File: config.mk
export PLATFORM = sky130hd
export DESIGN_NAME = acc_alu
export DESIGN_NICKNAME = d
export VERILOG_FILES = /design/src/rtl/acc_alu_pkg.sv /design/src/rtl/acc_alu_byte.sv /design/src/rtl/acc_alu_pair.sv /design/src/rtl/acc_alu.sv
export SDC_FILE = /design/constraint.sdc
export NUM_CORES = 1
export LEC_CHECK = 0
export BUFFER_PORTS_ARGS = -buffer_cell sky130_fd_sc_hd__buf_2
export CORE_ASPECT_RATIO = 1.75
export CORE_UTILIZATION = 35
export CTS_CLUSTER_SIZE = 14
export DETAILED_ROUTE_END_ITERATION = 6
export SLEW_MARGIN = 20
export SYNTH_ARGS = -nofsm -noshare
export SYNTH_HDL_FRONTEND = slang
export SYNTH_SLANG_ARGS = --single-unit
File: constraint.sdc
create_clock -name clk -period 8 [get_ports clk]
set_clock_uncertainty 0.2 [all_clocks]
set_input_delay 0.4 -clock clk [delete_from_list [all_inputs] [get_ports clk]]
set_output_delay 0.4 -clock clk [all_outputs]
set_load 0.005 [all_outputs]
File: src/rtl/acc_alu_pkg.sv
package acc_alu_pkg;
  typedef enum logic [3:0] {
    OP_MOV  = 4'd0,
    OP_ADD  = 4'd1,
    OP_SUB  = 4'd2,
    OP_CMP  = 4'd3,
    OP_AND  = 4'd4,
    OP_OR   = 4'd5,
    OP_XOR  = 4'd6,
    OP_INC8 = 4'd7,
    OP_DEC8 = 4'd8,
    OP_PINC = 4'd9,
    OP_PDEC = 4'd10,
    OP_PADD = 4'd11
  } alu_op_e;

  typedef struct packed {
    logic sgn;
    logic zro;
    logic par;
    logic cry;
  } alu_flags_t;
endpackage

File: src/rtl/acc_alu_byte.sv
module acc_alu_byte
  import acc_alu_pkg::*;
#(
  parameter int W = 8
) (
  input  logic [3:0]   op,
  input  logic [W-1:0] a,
  input  logic [W-1:0] b,
  input  alu_flags_t   flags_in,
  output logic [W-1:0] res,
  output alu_flags_t   flags_next,
  output logic         wr_acc,
  output logic         wr_byte,
  output logic         wr_flags
);
  logic [W:0] wide;
  logic       cry;

  always_comb begin
    wide     = '0;
    res      = '0;
    cry      = flags_in.cry;
    wr_acc   = 1'b0;
    wr_byte  = 1'b0;
    wr_flags = 1'b0;
    case (op)
      OP_MOV: begin
        res    = b;
        wr_acc = 1'b1;
      end
      OP_ADD: begin
        wide     = {1'b0, a} + {1'b0, b};
        res      = wide[W-1:0];
        cry      = wide[W];
        wr_acc   = 1'b1;
        wr_flags = 1'b1;
      end
      OP_SUB, OP_CMP: begin
        wide     = {1'b0, a} + {1'b0, ~b} + (W+1)'(1);
        res      = wide[W-1:0];
        cry      = ~wide[W];
        wr_acc   = (op == OP_SUB);
        wr_flags = 1'b1;
      end
      OP_AND, OP_OR, OP_XOR: begin
        if (op == OP_AND)     res = a & b;
        else if (op == OP_OR) res = a | b;
        else                  res = a ^ b;
        cry      = 1'b0;
        wr_acc   = 1'b1;
        wr_flags = 1'b1;
      end
      OP_INC8, OP_DEC8: begin
        res      = (op == OP_INC8) ? b + W'(1) : b - W'(1);
        wr_byte  = 1'b1;
        wr_flags = 1'b1;
      end
      default: ;
    endcase
    flags_next.sgn = res[W-1];
    flags_next.zro = (res == '0);
    flags_next.par = ~^res;
    flags_next.cry = cry;
  end
endmodule

File: src/rtl/acc_alu_pair.sv
module acc_alu_pair
  import acc_alu_pkg::*;
#(
  parameter int PW = 16
) (
  input  logic [3:0]    op,
  input  logic [PW-1:0] pa,
  input  logic [PW-1:0] pb,
  output logic [PW-1:0] pres,
  output logic          wr_pair,
  output logic          wr_cry,
  output logic          cry_out
);
  logic [PW:0] wide;

  always_comb begin
    wide    = '0;
    pres    = '0;
    wr_pair = 1'b0;
    wr_cry  = 1'b0;
    cry_out = 1'b0;
    case (op)
      OP_PINC: begin
        pres    = pa + PW'(1);
        wr_pair = 1'b1;
      end
      OP_PDEC: begin
        pres    = pa - PW'(1);
        wr_pair = 1'b1;
      end
      OP_PADD: begin
        wide    = {1'b0, pa} + {1'b0, pb};
        pres    = wide[PW-1:0];
        cry_out = wide[PW];
        wr_pair = 1'b1;
        wr_cry  = 1'b1;
      end
      default: ;
    endcase
  end
endmodule

File: src/rtl/acc_alu.sv
module acc_alu
  import acc_alu_pkg::*;
#(
  parameter int W = 8
) (
  input  logic              clk,
  input  logic              rst_n,
  input  logic              in_valid,
  output logic              in_ready,
  input  logic [3:0]        in_op,
  input  logic [W-1:0]      in_opnd,
  input  logic [2*W-1:0]    in_pair_a,
  input  logic [2*W-1:0]    in_pair_b,
  output logic [W-1:0]      acc_o,
  output logic [3:0]        flags_o,
  output logic [W-1:0]      byte_o,
  output logic [2*W-1:0]    pair_o,
  output logic              out_valid
);
  localparam int PW = 2 * W;

  logic [W-1:0]  acc_q, byte_q, b_res;
  logic [PW-1:0] pair_q, p_res;
  alu_flags_t    flags_q, b_flags;
  logic          b_wr_acc, b_wr_byte, b_wr_flags;
  logic          p_wr_pair, p_wr_cry, p_cry;
  logic          take;

  assign in_ready = rst_n;
  assign take     = in_valid & in_ready;

  acc_alu_byte #(.W(W)) u_byte (
    .op(in_op), .a(acc_q), .b(in_opnd), .flags_in(flags_q),
    .res(b_res), .flags_next(b_flags),
    .wr_acc(b_wr_acc), .wr_byte(b_wr_byte), .wr_flags(b_wr_flags)
  );

  acc_alu_pair #(.PW(PW)) u_pair (
    .op(in_op), .pa(in_pair_a), .pb(in_pair_b),
    .pres(p_res), .wr_pair(p_wr_pair), .wr_cry(p_wr_cry), .cry_out(p_cry)
  );

  always_ff @(posedge clk or negedge rst_n) begin
    if (!rst_n) begin
      acc_q     <= '0;
      byte_q    <= '0;
      pair_q    <= '0;
      flags_q   <= '0;
      out_valid <= 1'b0;
    end else begin
      out_valid <= take;
      if (take) begin
        if (b_wr_acc)   acc_q   <= b_res;
        if (b_wr_byte)  byte_q  <= b_res;
        if (b_wr_flags) flags_q <= b_flags;
        if (p_wr_pair)  pair_q  <= p_res;
        if (p_wr_cry)   flags_q.cry <= p_cry;
      end
    end
  end

  assign acc_o   = acc_q;
  assign byte_o  = byte_q;
  assign pair_o  = pair_q;
  assign flags_o = flags_q;

  // moves never disturb the flags
  a_r6_move_keeps_flags: assert property (@(posedge clk) disable iff (!rst_n)
    (in_valid && in_op == OP_MOV) |=> $stable(flags_o));

  // compare leaves the accumulator alone
  a_r4_cmp_keeps_acc: assert property (@(posedge clk) disable iff (!rst_n)
    (in_valid && in_op == OP_CMP) |=> $stable(acc_o));

  // logic operations clear carry
  a_r5_logic_clears_carry: assert property (@(posedge clk) disable iff (!rst_n)
    (in_valid && (in_op == OP_AND || in_op == OP_OR || in_op == OP_XOR)) |=> !flags_o[0]);

  // pair step leaves flags alone
  a_r8_pair_step_flags: assert property (@(posedge clk) disable iff (!rst_n)
    (in_valid && (in_op == OP_PINC || in_op == OP_PDEC)) |=> $stable(flags_o));

  // pair add touches only carry among the flags
  a_r9_padd_only_carry: assert property (@(posedge clk) disable iff (!rst_n)
    (in_valid && in_op == OP_PADD) |=> $stable(flags_o[3:1]));

  // idle cycles hold every result
  a_r10_idle_hold: assert property (@(posedge clk) disable iff (!rst_n)
    !in_valid |=> ($stable(acc_o) && $stable(flags_o) && $stable(pair_o) && $stable(byte_o) && !out_valid));

  // byte step leaves accumulator and carry alone
  a_r7_byte_step_acc: assert property (@(posedge clk) disable iff (!rst_n)
    (in_valid && (in_op == OP_INC8 || in_op == OP_DEC8)) |=> ($stable(acc_o) && $stable(flags_o[0])));
endmodule

### Word-level counts from Yosys, hierarchy flattened

Cells that the tools add are included.

* $mul: 0
* reductions and logical operators: 16
* muxes and demuxes: 14
* order comparisons: 0
* bitwise operators: 6
* shift operators: 0
* add/subtract/negate cells: 8
* eq/ne operators: 11
* div/mod/pow operators: 0

Operators by type and width (count)
* one-hot mux 16 bit (3 select lines): 1
* one-hot mux 8 bit (5 select lines): 1
* two-way mux 8 bit: 3
* adder 8 x 8 -> 9 bit: 2
* adder 16 x 16 -> 17 bit: 1
* adder 16 x 1 -> 16 bit, second input constant: 1
* equality test 4 x 3 -> 1 bit, second input constant: 4
* equality test 4 bit, second input constant: 4
* subtractor 16 x 1 -> 16 bit, second input constant: 1
* adder 9 x 1 -> 9 bit, second input constant: 1
* adder 8 x 1 -> 8 bit, second input constant: 1
* bitwise AND 8 bit: 1
* equality test 4 x 2 -> 1 bit, second input constant: 2
* zero test 8 bit: 1
* NOT 8 bit: 1
* bitwise OR 8 bit: 1
* AND reduction 2 bit: 4
* OR reduction 8 bit: 1
* XNOR reduction 8 bit: 1
* subtractor 8 x 1 -> 8 bit, second input constant: 1
* XOR 8 bit: 1
* two-way mux 1 bit: 7
* OR reduction 3 bit: 2
* OR reduction 5 bit: 1
* other kinds (10): 11

* input bits: 47
* memory bits (read-only): 0
* bits in latches: 0
* memories: 0
* output and inout port bits: 38
* register bits after elaboration: 37
* bits in writable memories: 0

### Longest topological paths before layout

* word-level depth: 7
* depth in mapped cells: 16
* depth with buffers taken out: 15

### Modules after synthesis

From an unflattened synthesis, not the netlist that was laid out.

* cells, all modules: 560
* area, all modules: 4805.9 um^2

By module, submodules not included
* acc_alu_byte: area each 1773.0 um^2, cells each 246, times used 1
* acc_alu_pair: area each 1551.5 um^2, cells each 229, times used 1
* acc_alu: area each 1481.4 um^2, cells each 85, times used 1

### Least setup slack after synthesis

OpenSTA, ideal clock, no wires.

* path type: input to register
* start point: input in_op[2]
* end point: register flags_q, in the netlist flags_o[1]
* data required time: 7672 ps
* setup time: 128 ps
* path slack: 4601 ps
* stages on the path: 15
* arrival: 3071 ps
* path buffers: 1
* cells stage by stage: buf_2 > and2b_1 > nand3_1 > ha_1 > a21oi_1 > nand2_1 > o221ai_1 > mux2i_1 > o2bb2ai_1 > nand3_1 > inv_1 > ha_1 > xor2_1 > xnor2_1 > o21ai_0

* longest elaborated chain between the ends: 5
* elaborated cells on any way between the ends: 20

Ends and longest elaborated chain
* from (decl): line acc_alu.sv:10 `input logic [3:0] in_op,`
* equality test 4 x 3 -> 1 bit: line acc_alu_byte.sv:26, acc_alu_byte.sv:47
* two-way mux 8 bit: line acc_alu_byte.sv:47 `else if (op == OP_OR) res = a | b;`
* two-way mux 8 bit: line acc_alu_byte.sv:46 `if (op == OP_AND) res = a & b;`
* one-hot mux 8 bit (5 select lines): line acc_alu_byte.sv:26 `case (op)`
* XNOR reduction 8 bit: line acc_alu_byte.sv:62 `flags_next.par = ~^res;`
* to (signal assigned): line acc_alu.sv:55 `if (b_wr_flags) flags_q <= b_flags;`
* to (decl): line acc_alu.sv:24 `alu_flags_t flags_q, b_flags;`

Parallel ways exist; a longest one is shown, timed or not.
A chain may end at the register's enable or synchronous reset.

### Worst setup path after layout

* start point: input in_op[0]
* end point: register flags_q, in the netlist flags_o[1]

Same word-level chain as after synthesis.

==> flow_metrics.env <==
export IMPL_violations="negative hold slack"
export IMPL_boundaryPins=85
export IMPL_rsz0062_at_grt="no"
export IMPL_syn_avg_cell_area_um2=7.88
export IMPL_areaGrowthSynthToFinish_pct=15.5
export IMPL_layout_min_cycle_time_ns=3.68
export IMPL_fp_coreArea_um2=12900
export IMPL_finalHoldViolations=9
export IMPL_crit_fanout=28
export IMPL_cts_tree="done"
export IMPL_clock_root_buffer="clkbuf_16"
export IMPL_maxSlewViolCount=0
export IMPL_crit_chain="buf_2, nand3_1, ha_1, a21oi_1, nand2_1, o221ai_1, mux2i_1, o2bb2ai_1, nand3_1, inv_1, ha_1, xor2_1, xnor2_1, o21ai_0"
export IMPL_synth_fp_nets=709
export IMPL_cts_hold_buffers=0
export IMPL_async_flop_share=1.00
export IMPL_rows=55
export IMPL_cp_slowest_stage_delay_ns=0.49
export IMPL_yosysUniqueCellTypes=72
export IMPL_drt_pass1_iter_count=4
export IMPL_layout_drive_gt1_share=0.169
export IMPL_p_leak_nw=2.55
export IMPL_synth_cells=591
export IMPL_netlist_area_um2=4650
export IMPL_finalPower_mw=1.02
export IMPL_synth_seq_cells=37
export IMPL_clock_latency_ns=0.28
export IMPL_grt_max_degree=40
export IMPL_cts_made_buffers=5
export IMPL_clkSinkCount=37
export IMPL_critPathSlowestCell="ha_1"
export IMPL_path_class="in -> reg"
export IMPL_die_w_um=89.2
export IMPL_setup_tns_ns=0
export IMPL_final_period_utilization=0.460
export IMPL_via_per_inst=5.71
export IMPL_hpwl_mm=12.5
export IMPL_drt_iter0_drc=213
export IMPL_synth_edf_count=0
export IMPL_cp_end_kind="flip-flop"
export IMPL_required_ns=8.00
export IMPL_initial_utilization=0.360
export IMPL_grt_pass1_vias=4748
export IMPL_synthFlopType="dfrtp_1"
export IMPL_min_path_type="in -> async"
export IMPL_drc=0
export IMPL_yosysWarnings=0
export IMPL_setup_viol=0
export IMPL_grt_overflow_total=0
export IMPL_route_antenna_remaining_nets=0
export IMPL_power_density_nw_per_um2=190
export IMPL_fillCellCount=1402
export IMPL_num_vias=4762
export IMPL_cts_setup_buffers=0
export IMPL_drv_cap=0
export IMPL_io_buffers=84
export IMPL_hold_slack_ns=-0.0229
export IMPL_fin_nets=780
export IMPL_max_freq_mhz=272
export IMPL_clk_pin_slew_worst_paths_ns=0.06
export IMPL_grt_use_total=0.228
export IMPL_ctsResizeCount=0
export IMPL_place_gp_congestion=0.943
export IMPL_worst_ep_arrival_time_ns=3.68
export IMPL_grt_pass1_wl_mm=23.9
export IMPL_wl_per_cell_um=18.4
export IMPL_num_antenna_cells=0
export IMPL_antenna_found_initial=0
export IMPL_cts_max_path_buffers=2
export IMPL_crit_path_start_kind="input port"
export IMPL_h_tree_depth=2
export IMPL_wl_mm=15.4
export IMPL_die_area_um2=13800
export IMPL_vdd_ir_drop_worst_mv=0.0959
export IMPL_max_slew_margin=0.269
export IMPL_outcome="finished with violations"
export IMPL_tightest_slew_ns=1.10
export IMPL_die_y_um=155
export IMPL_ys_seq_area_frac=0.199
metrics by stage:
stage / cell area (um^2) / setup slack, ns / instances / util
2_1_floorplan: 4650 / 4.60 / 591 / -
3_3_place_gp: 5200 / 4.18 / 826 / 0.402
3_5_place_dp: 5200 / 4.06 / 826 / 0.402
4_1_cts: 5380 / 4.34 / 834 / 0.416
5_1_grt: 5380 / 4.07 / 834 / 0.416
6_report: 5380 / 4.32 / 834 / 0.416
path summary, 6_finish.rpt:
kind                                   startpoint                      to  slack [ns]  cells past startpoint
setup / recovery                         in_op[0]  flags_o[1]$_DFFE_PN0P_        4.32                     14
min in group clk           flags_o[2]$_DFFE_PN0P_  flags_o[2]$_DFFE_PN0P_        0.28                      2
max in group asynchronous                   rst_n   byte_o[6]$_DFFE_PN0P_        7.23                      2
setup reg to reg             acc_o[2]$_DFFE_PN0P_  flags_o[1]$_DFFE_PN0P_        4.41                     13
hold reg to reg            flags_o[2]$_DFFE_PN0P_  flags_o[2]$_DFFE_PN0P_        0.28                      2
hold / removal                              rst_n   pair_o[3]$_DFFE_PN0P_       -0.02                      2
cell type report:
class                      count  area (um^2)  share of cell area
clock buffer                   5          125              0.0233
tap                          171          214              0.0398
timing repair buffer          86          435              0.0810
sequential                    37          926               0.172
inverter                      37          139              0.0258
multi-input combinational    495         3490               0.649
clock inverter                 3         46.3             0.00861
synth_stat cells, drive strengths merged (3+ instances only):
master  count  area, um^2
a211o       4        35.0
a211oi      9        72.6
a21o       10        75.1
a21oi      48         244
a221oi     11        96.3
a22oi       5        37.5
a31oi       8        50.1
and2        3        18.8
and3        4        25.0
buf        12        66.3
clkbuf     10        37.5
dfrtp      37         926
fa          5         100
ha         66         826
inv        37         139
mux2        5        56.3
mux2i       6        60.1
nand2      55         209
nand2b      8        50.1
nand3      14        70.1
nand4       3        18.8
nor2       69         259
nor2b      10        62.6
nor3        8        45.0
o211ai      7        52.6
o21a        6        45.0
o21ai      38         190
o21bai      5        37.5
o221ai      5        43.8
o22ai       7        50.1
o31ai       4        30.0
or3         3        18.8
xnor2      16         140
xor2       17         149
power by group:
group,switching [mW],internal (mW)
sequential,0.0456,0.232
clock,0.0817,0.148
combinational,0.299,0.219
total,0.426,0.598
sequential cells by signal, indices dropped and copies added, names as in the netlist:
signal,cells
pair_o,16
acc_o,8
byte_o,8
flags_o,4
out_valid,1
layer usage:
| layer | track usage | vias up | routed length (um) |
|---|---|---|---|
| li1 | - | 2296 | - |
| met1 | 0.221 | 2235 | 5370 |
| met2 | 0.433 | 176 | 8360 |
| met3 | 0.0267 | 55 | 682 |
| met4 | 0.146 | 0 | 960 |
| met5 | 0 | - | 0 |
worst max-delay path: cells and delay by family:
family                   cells  cell delay, ns
AO/OA/AOI/OAI                4            0.80
XOR/XNOR                     2            0.29
adder cells (fa/ha/maj)      2            0.72
buffers and inverters        2            0.51
multiplexers                 1            0.23
AND/OR/NAND/NOR              3            0.70
cells by family (layout without fill, tap and decap cells):
family / after synthesis / after routing / share of synthesized area
AO/OA/AOI/OAI: 193 / 193 / 0.280
AND/OR/NAND/NOR: 187 / 187 / 0.183
adder cells (fa/ha/maj): 71 / 71 / 0.199
buffers and inverters: 59 / 131 / 0.0522
flip-flops: 37 / 37 / 0.199
XOR/XNOR: 33 / 33 / 0.0621
multiplexers: 11 / 11 / 0.0250
layout by cell type (no fill, tap or decap), types with 4 or more instances in the layout:
cell type	n
a21o_1	10
a211o_1	4
a22oi_1	5
xor2_1	17
mux2_2	5
o21bai_1	5
o221ai_1	5
a211oi_1	8
fa_1	5
nand2b_1	8
and3_1	4
inv_1	36
o22ai_1	6
o21ai_0	32
nor2_1	69
clkbuf_16	5
nor2b_1	10
ha_1	66
a221oi_1	11
nor3_1	6
dfrtp_1	37
nand2_1	54
a31oi_1	8
xnor2_1	16
a21oi_1	47
nand3_1	14
buf_2	84
o21a_1	6
o211ai_1	7
o31ai_1	4
o21ai_1	6
mux2i_1	6
(Power assumes the default switching activity.)
